===== src/rtl/irq_entry_pkg.sv =====
package irq_entry_pkg;

  typedef enum logic [1:0] {
    KIND_NONE  = 2'd0,
    KIND_RESET = 2'd1,
    KIND_NMI   = 2'd2,
    KIND_MASK  = 2'd3
  } entryKind_e;

  // strobes from control to datapath, at most one set per cycle
  typedef struct packed {
    logic doReset;
    logic doNmi;
    logic doMask;
  } entryStrobes_t;

endpackage


===== src/rtl/irq_entry_ctrl.sv =====
module irq_entry_ctrl
  import irq_entry_pkg::*;
#(
  parameter int NUM_MASK = 6,
  localparam int IDX_W = (NUM_MASK > 1) ? $clog2(NUM_MASK) : 1
) (
  input  logic                clk,
  input  logic                rstN,
  input  logic                resetReq,
  input  logic                nmiReq,
  input  logic [NUM_MASK-1:0] maskReq,
  input  logic                nmiReturn,
  input  logic                idBit,
  output entryStrobes_t       strobes,
  output logic [IDX_W-1:0]    maskIdx,
  output logic                nmiActive,
  output logic                nmiPending
);

  logic activeQ, pendingQ;
  logic nmiWant, parkNmi;

  // lowest index wins
  always_comb begin
    maskIdx = '0;
    for (int i = NUM_MASK - 1; i >= 0; i--) begin
      if (maskReq[i]) maskIdx = IDX_W'(i);
    end
  end

  always_comb begin
    nmiWant         = nmiReq | pendingQ;
    strobes.doReset = resetReq;
    strobes.doNmi   = !resetReq && nmiWant && !activeQ;
    strobes.doMask  = !resetReq && !strobes.doNmi && !idBit && (|maskReq);
    parkNmi         = !resetReq && nmiReq && activeQ;
  end

  always_ff @(posedge clk or negedge rstN) begin
    if (!rstN) begin
      activeQ  <= 1'b0;
      pendingQ <= 1'b0;
    end else if (strobes.doReset) begin
      activeQ  <= 1'b0;
      pendingQ <= 1'b0;
    end else if (strobes.doNmi) begin
      activeQ  <= 1'b1;
      pendingQ <= 1'b0;
    end else begin
      if (nmiReturn) activeQ  <= 1'b0;
      if (parkNmi)   pendingQ <= 1'b1;
    end
  end

  assign nmiActive  = activeQ;
  assign nmiPending = pendingQ;

endmodule


===== src/rtl/irq_entry_dp.sv =====
module irq_entry_dp
  import irq_entry_pkg::*;
#(
  parameter int DATA_W      = 32,
  parameter int NUM_MASK    = 6,
  parameter int NMI_VECTOR  = 'h10,
  parameter int NMI_CODE    = 'h10,
  parameter int MASK_BASE   = 'h80,
  parameter int MASK_STEP   = 'h10,
  parameter int RESET_PSW   = 'h20,
  parameter int ID_BIT      = 5,
  parameter int EP_BIT      = 6,
  parameter int NP_BIT      = 7,
  localparam int IDX_W  = (NUM_MASK > 1) ? $clog2(NUM_MASK) : 1,
  localparam int HALF_W = DATA_W / 2
) (
  input  logic              clk,
  input  logic              rstN,
  input  entryStrobes_t     strobes,
  input  logic [IDX_W-1:0]  maskIdx,
  input  logic [DATA_W-1:0] curPc,
  input  logic [DATA_W-1:0] curPsw,
  output logic              entryValid,
  output logic [1:0]        entryKind,
  output logic [DATA_W-1:0] newPc,
  output logic [DATA_W-1:0] newPsw,
  output logic [DATA_W-1:0] nmiPcSave,
  output logic [DATA_W-1:0] nmiPswSave,
  output logic [DATA_W-1:0] maskPcSave,
  output logic [DATA_W-1:0] maskPswSave,
  output logic [DATA_W-1:0] causeReg
);

  logic [DATA_W-1:0] maskVec;
  logic [DATA_W-1:0] idMask, epMask, npMask;

  assign idMask  = DATA_W'(1) << ID_BIT;
  assign epMask  = DATA_W'(1) << EP_BIT;
  assign npMask  = DATA_W'(1) << NP_BIT;
  assign maskVec = DATA_W'(MASK_BASE) + DATA_W'(maskIdx) * DATA_W'(MASK_STEP);

  always_ff @(posedge clk or negedge rstN) begin
    if (!rstN) begin
      entryValid  <= 1'b0;
      entryKind   <= KIND_NONE;
      newPc       <= '0;
      newPsw      <= '0;
      nmiPcSave   <= '0;
      nmiPswSave  <= '0;
      maskPcSave  <= '0;
      maskPswSave <= '0;
      causeReg    <= '0;
    end else begin
      entryValid <= strobes.doReset | strobes.doNmi | strobes.doMask;
      entryKind  <= KIND_NONE;
      if (strobes.doReset) begin
        entryKind <= KIND_RESET;
        newPc     <= '0;
        newPsw    <= DATA_W'(RESET_PSW);
        causeReg  <= '0;
      end else if (strobes.doNmi) begin
        entryKind  <= KIND_NMI;
        nmiPcSave  <= curPc;
        nmiPswSave <= curPsw;
        newPc      <= DATA_W'(NMI_VECTOR);
        newPsw     <= (curPsw | idMask | npMask) & ~epMask;
        causeReg[DATA_W-1:HALF_W] <= HALF_W'(NMI_CODE);
      end else if (strobes.doMask) begin
        entryKind   <= KIND_MASK;
        maskPcSave  <= curPc;
        maskPswSave <= curPsw;
        newPc       <= maskVec;
        newPsw      <= (curPsw | idMask) & ~epMask;
        causeReg[HALF_W-1:0] <= maskVec[HALF_W-1:0];
      end
    end
  end

endmodule


===== src/rtl/irq_entry_unit.sv =====
module irq_entry_unit
  import irq_entry_pkg::*;
#(
  parameter int DATA_W     = 32,
  parameter int NUM_MASK   = 6,
  parameter int NMI_VECTOR = 'h10,
  parameter int NMI_CODE   = 'h10,
  parameter int MASK_BASE  = 'h80,
  parameter int MASK_STEP  = 'h10,
  parameter int RESET_PSW  = 'h20,
  parameter int ID_BIT     = 5,
  parameter int EP_BIT     = 6,
  parameter int NP_BIT     = 7
) (
  input  logic                clk,
  input  logic                rstN,
  input  logic                resetReq,
  input  logic                nmiReq,
  input  logic [NUM_MASK-1:0] maskReq,
  input  logic                nmiReturn,
  input  logic [DATA_W-1:0]   curPc,
  input  logic [DATA_W-1:0]   curPsw,
  output logic                entryValid,
  output logic [1:0]          entryKind,
  output logic [DATA_W-1:0]   newPc,
  output logic [DATA_W-1:0]   newPsw,
  output logic [DATA_W-1:0]   nmiPcSave,
  output logic [DATA_W-1:0]   nmiPswSave,
  output logic [DATA_W-1:0]   maskPcSave,
  output logic [DATA_W-1:0]   maskPswSave,
  output logic [DATA_W-1:0]   causeReg,
  output logic                nmiActive,
  output logic                nmiPending
);

  localparam int IDX_W = (NUM_MASK > 1) ? $clog2(NUM_MASK) : 1;

  entryStrobes_t    strobes;
  logic [IDX_W-1:0] maskIdx;

  irq_entry_ctrl #(.NUM_MASK(NUM_MASK)) u_ctrl (
    .clk(clk), .rstN(rstN), .resetReq(resetReq), .nmiReq(nmiReq),
    .maskReq(maskReq), .nmiReturn(nmiReturn), .idBit(curPsw[ID_BIT]),
    .strobes(strobes), .maskIdx(maskIdx),
    .nmiActive(nmiActive), .nmiPending(nmiPending)
  );

  irq_entry_dp #(
    .DATA_W(DATA_W), .NUM_MASK(NUM_MASK), .NMI_VECTOR(NMI_VECTOR),
    .NMI_CODE(NMI_CODE), .MASK_BASE(MASK_BASE), .MASK_STEP(MASK_STEP),
    .RESET_PSW(RESET_PSW), .ID_BIT(ID_BIT), .EP_BIT(EP_BIT), .NP_BIT(NP_BIT)
  ) u_dp (
    .clk(clk), .rstN(rstN), .strobes(strobes), .maskIdx(maskIdx),
    .curPc(curPc), .curPsw(curPsw),
    .entryValid(entryValid), .entryKind(entryKind),
    .newPc(newPc), .newPsw(newPsw),
    .nmiPcSave(nmiPcSave), .nmiPswSave(nmiPswSave),
    .maskPcSave(maskPcSave), .maskPswSave(maskPswSave),
    .causeReg(causeReg)
  );

endmodule


===== config.mk =====
export PLATFORM = sky130hd
export DESIGN_NAME = irq_entry_unit
export DESIGN_NICKNAME = d
export VERILOG_FILES = /design/src/rtl/irq_entry_pkg.sv /design/src/rtl/irq_entry_ctrl.sv /design/src/rtl/irq_entry_dp.sv /design/src/rtl/irq_entry_unit.sv
export SDC_FILE = /design/constraint.sdc
export NUM_CORES = 1
export LEC_CHECK = 0
export BUFFER_PORTS_ARGS = -buffer_cell sky130_fd_sc_hd__buf_4
export CORE_ASPECT_RATIO = 0.6
export CORE_MARGIN = 2
export CORE_UTILIZATION = 25
export CTS_BUF_LIST = sky130_fd_sc_hd__clkbuf_4
export DETAILED_ROUTE_END_ITERATION = 12
export SKIP_CTS_REPAIR_TIMING = 1
export SLEW_MARGIN = 5
export SYNTH_ARGS = -nofsm -noshare
export SYNTH_HDL_FRONTEND = slang
export SYNTH_SLANG_ARGS = --single-unit

===== constraint.sdc =====
create_clock -name clk -period 4.1 [get_ports clk]
set_input_delay 0.615 -clock clk [delete_from_list [all_inputs] [get_ports clk]]
set_output_delay 0.615 -clock clk [all_outputs]
set_load 0.02 [all_outputs]

==> metrics.yaml <==
placed_design:
  placed_area_mm2: 0.009045
  io_buffers: 247
  dp_hpwl_mm: 13.10
  routabilityCongestion: 0.7614
critical_path:
  required_ns: 4.60
  critPathKind: "flop to flop"
  max_stage_delay_ns: 0.64
  critical_path.top_delay_family: "simple AND/OR/NAND/NOR gates"
  crit_arrival_ns: 2.74
  worstPathMaxFanout: 20
  path_cells: "o21bai_2, nor2_4, nor3_4, buf_4, a22o_1"
  endpoint_kind: "flop"
  worst-path-buf-inv: 1
  cp-start-kind: "flop"
  slowest_stage: "nor2_4"
clocking:
  clk_path_buf_depth: 2
  cts_sinks: 173
  numCtsBuffers: 17
  clock_latency_ns: 0.60
  clkTransAtPathRegs_ns: 0.14
  cts_tree: "yes"
  cts-root-buf: "clkbuf_4"
  cts_max_level: 4
grt:
  antenna_found_initial: 0
  grt_pass1_wl_mm: 27.70
  gr-usage-all-layers_pct: 12.75
  first_global_vias: 4512
  overflow: 0
  grt_max_degree: 75
timing:
  setup_tns_ns: 0
  fmaxAchievable_ghz: 0.4459
  grt_setup_unrepaired: "false"
  timing.final.crit_share_pct: 54.70
  fin_skew_ns: 0.009277
  maxSlewViolCount: 0
  hold_violations: 0
  setup_viol: 0
  slew_headroom_pct: 46.46
  period_minus_slack_ns: 2.243
  worstMarginPinSlew_ns: 0.8012
synthesis:
  yosys.area.top_type: "dfrtp_1"
  yosys-top-cells-count: "dfrtp_1 (173), mux2_2 (101), buf_4 (58)"
  avgSynthCellArea_um2: 15.36
  async_flop_share_pct: 100.0
  yosys_warnings: 0
  syn_inst: 454
  ys_ff_latch: 173
  yosysSeqAreaShare_pct: 62.10
  synth-edff-count: 0
  synthFlopType: "dfrtp_1"
  synthDistinctLibCells: 30
  synth.area.top_cells: "dfrtp_1 (62%), mux2_2 (16%), buf_4 (6.2%)"
  synth_most_common_cell: "dfrtp_1"
  syn_area_mm2: 0.006972
  synth_top_area_share_pct: 62.10
routing:
  ant_nets: 0
  vias_per_cell: 4.091
  vias: 4426
  finalWirelength_mm: 18.44
  wl_per_cell_um: 17.04
  first_pass_iters: 6
  drc: 0
  drt_first_iter_violations: 221
outcome:
  status: "completed"
power:
  ir_drop_v: 0.0003229
  leakage_nw: 4.522
  power.density_mw_per_mm2: 489.0
die:
  row_count: 47
  die_w_um: 219.6
  die_area_mm2: 0.02928
  die_y_um: 133.4
  coreArea_mm2: 0.02752
  start_util_pct: 25.33
  design.portCount: 304
flow_run:
  cap_violations: 0
hold_path:
  min_path_type: "input pin to flop"
final_layout:
  antenna_cells: 0
  final_area_mm2: 0.009339
  area_growth_pct: 33.96
  drive_gt1_share_pct: 58.32
  final_nets: 779
==> cell families after synthesis <==
group / after synthesis / share of synthesized area (%)
buf+inv: 84 / 8.291
mux: 129 / 22.27
flops: 173 / 62.10
simple gates: 21 / 1.956
other cells: 1 / 0.05379
compound gates: 46 / 5.330
==> worst register-to-register path, delay by kind of cell (launching register included) <==
| family | cells | cell delay, ns |
|---|---|---|
| AO/OA/AOI/OAI | 2 | 0.53 |
| AND/OR/NAND/NOR | 2 | 0.90 |
| buffers and inverters | 1 | 0.28 |
| flip-flops | 1 | 0.44 |
==> path summary, 6_finish.rpt <==
path                                   from             endpoint  slack [ns]  depth (start not counted)
max                        u_ctrl.nmiActive       u_dp.newPsw[0]        1.86                          5
min                              curPsw[14]      u_dp.newPsw[14]        0.24                          2
max reg2reg                u_ctrl.nmiActive       u_dp.newPsw[0]        1.86                          5
min reg2reg                  u_dp.newPsw[5]       u_dp.newPsw[5]        0.49                          1
max in group asynchronous              rstN  u_dp.maskPcSave[18]        2.58                          3
min in group asynchronous              rstN      u_dp.newPsw[26]        0.54                          2
==> power breakdown <==
group          internal, mW  total [mW]  switching [mW]  leakage [nW]
Combinational         0.659        1.41           0.747          2.29
Sequential             1.99        2.14           0.158          2.08
Clock                 0.419        1.02           0.599         0.149
Total                  3.06        4.57            1.50          4.52
==> cell type report <==
cell class | instances | area (µm²)
clock inverters | 12 | 148.9
inverters | 6 | 22.52
flip-flops and latches | 173 | 4329
well taps | 367 | 459.2
multi-input cells | 252 | 2306
fillers | 2770 | 18180
repair buffers | 254 | 1938
clock buffers | 18 | 135.1
==> registers in the layout, summed over array words and instances (netlist names), 2 cells and up <==
name	cells
u_dp.causeReg	5
u_dp.newPsw	31
u_dp.maskPswSave	32
u_dp.newPc	4
u_dp.nmiPswSave	32
u_dp.maskPcSave	32
u_dp.nmiPcSave	32
u_dp.entryKind	2
==> through the flow <==
stage / hold WS (ns) / util (%) / total power [mW] / setup slack (ns) / instances
after floorplan: 0.3194 / - / 2.949 / 2.207 / 509
after global placement: 0.4629 / 32.87 / 3.588 / 1.579 / 1051
after detailed placement: 0.4596 / 32.87 / 3.602 / 1.487 / 1051
after CTS: -0.1045 / 33.90 / 4.658 / 1.768 / 1081
after global routing: 0.1337 / 33.93 / 4.825 / 1.662 / 1082
final: 0.2388 / 33.93 / 4.567 / 1.857 / 1082
==> cell usage in the layout (no fill, tap or decap), types with 2 or more instances in the layout <==
cell / synthesis / layout
a21o_1: 3 / 3
clkinv_4: 0 / 3
clkbuf_4: 0 / 18
a22o_1: 30 / 30
buf_12: 0 / 2
a21oi_1: 5 / 5
clkinvlp_4: 0 / 2
conb_1: 1 / 56
clkinv_1: 0 / 2
nand2b_1: 4 / 3
nor3_1: 2 / 2
dfrtp_1: 173 / 173
mux2_4: 27 / 27
inv_1: 6 / 6
clkinv_2: 0 / 2
bufinv_16: 0 / 3
nor2_1: 5 / 4
mux2_2: 101 / 101
buf_4: 58 / 250
o21ai_0: 2 / 2
nand2_1: 3 / 3
nor2b_1: 2 / 2
==> metal layers <==
metal | global-route usage [%] | wire length [µm]
met1 | 16.53 | 8293
met2 | 18.72 | 8250
met3 | 5.753 | 1637
met4 | 4.586 | 253
met5 | 0 | 0
No activity file was read; power rests on OpenSTA's default activity.
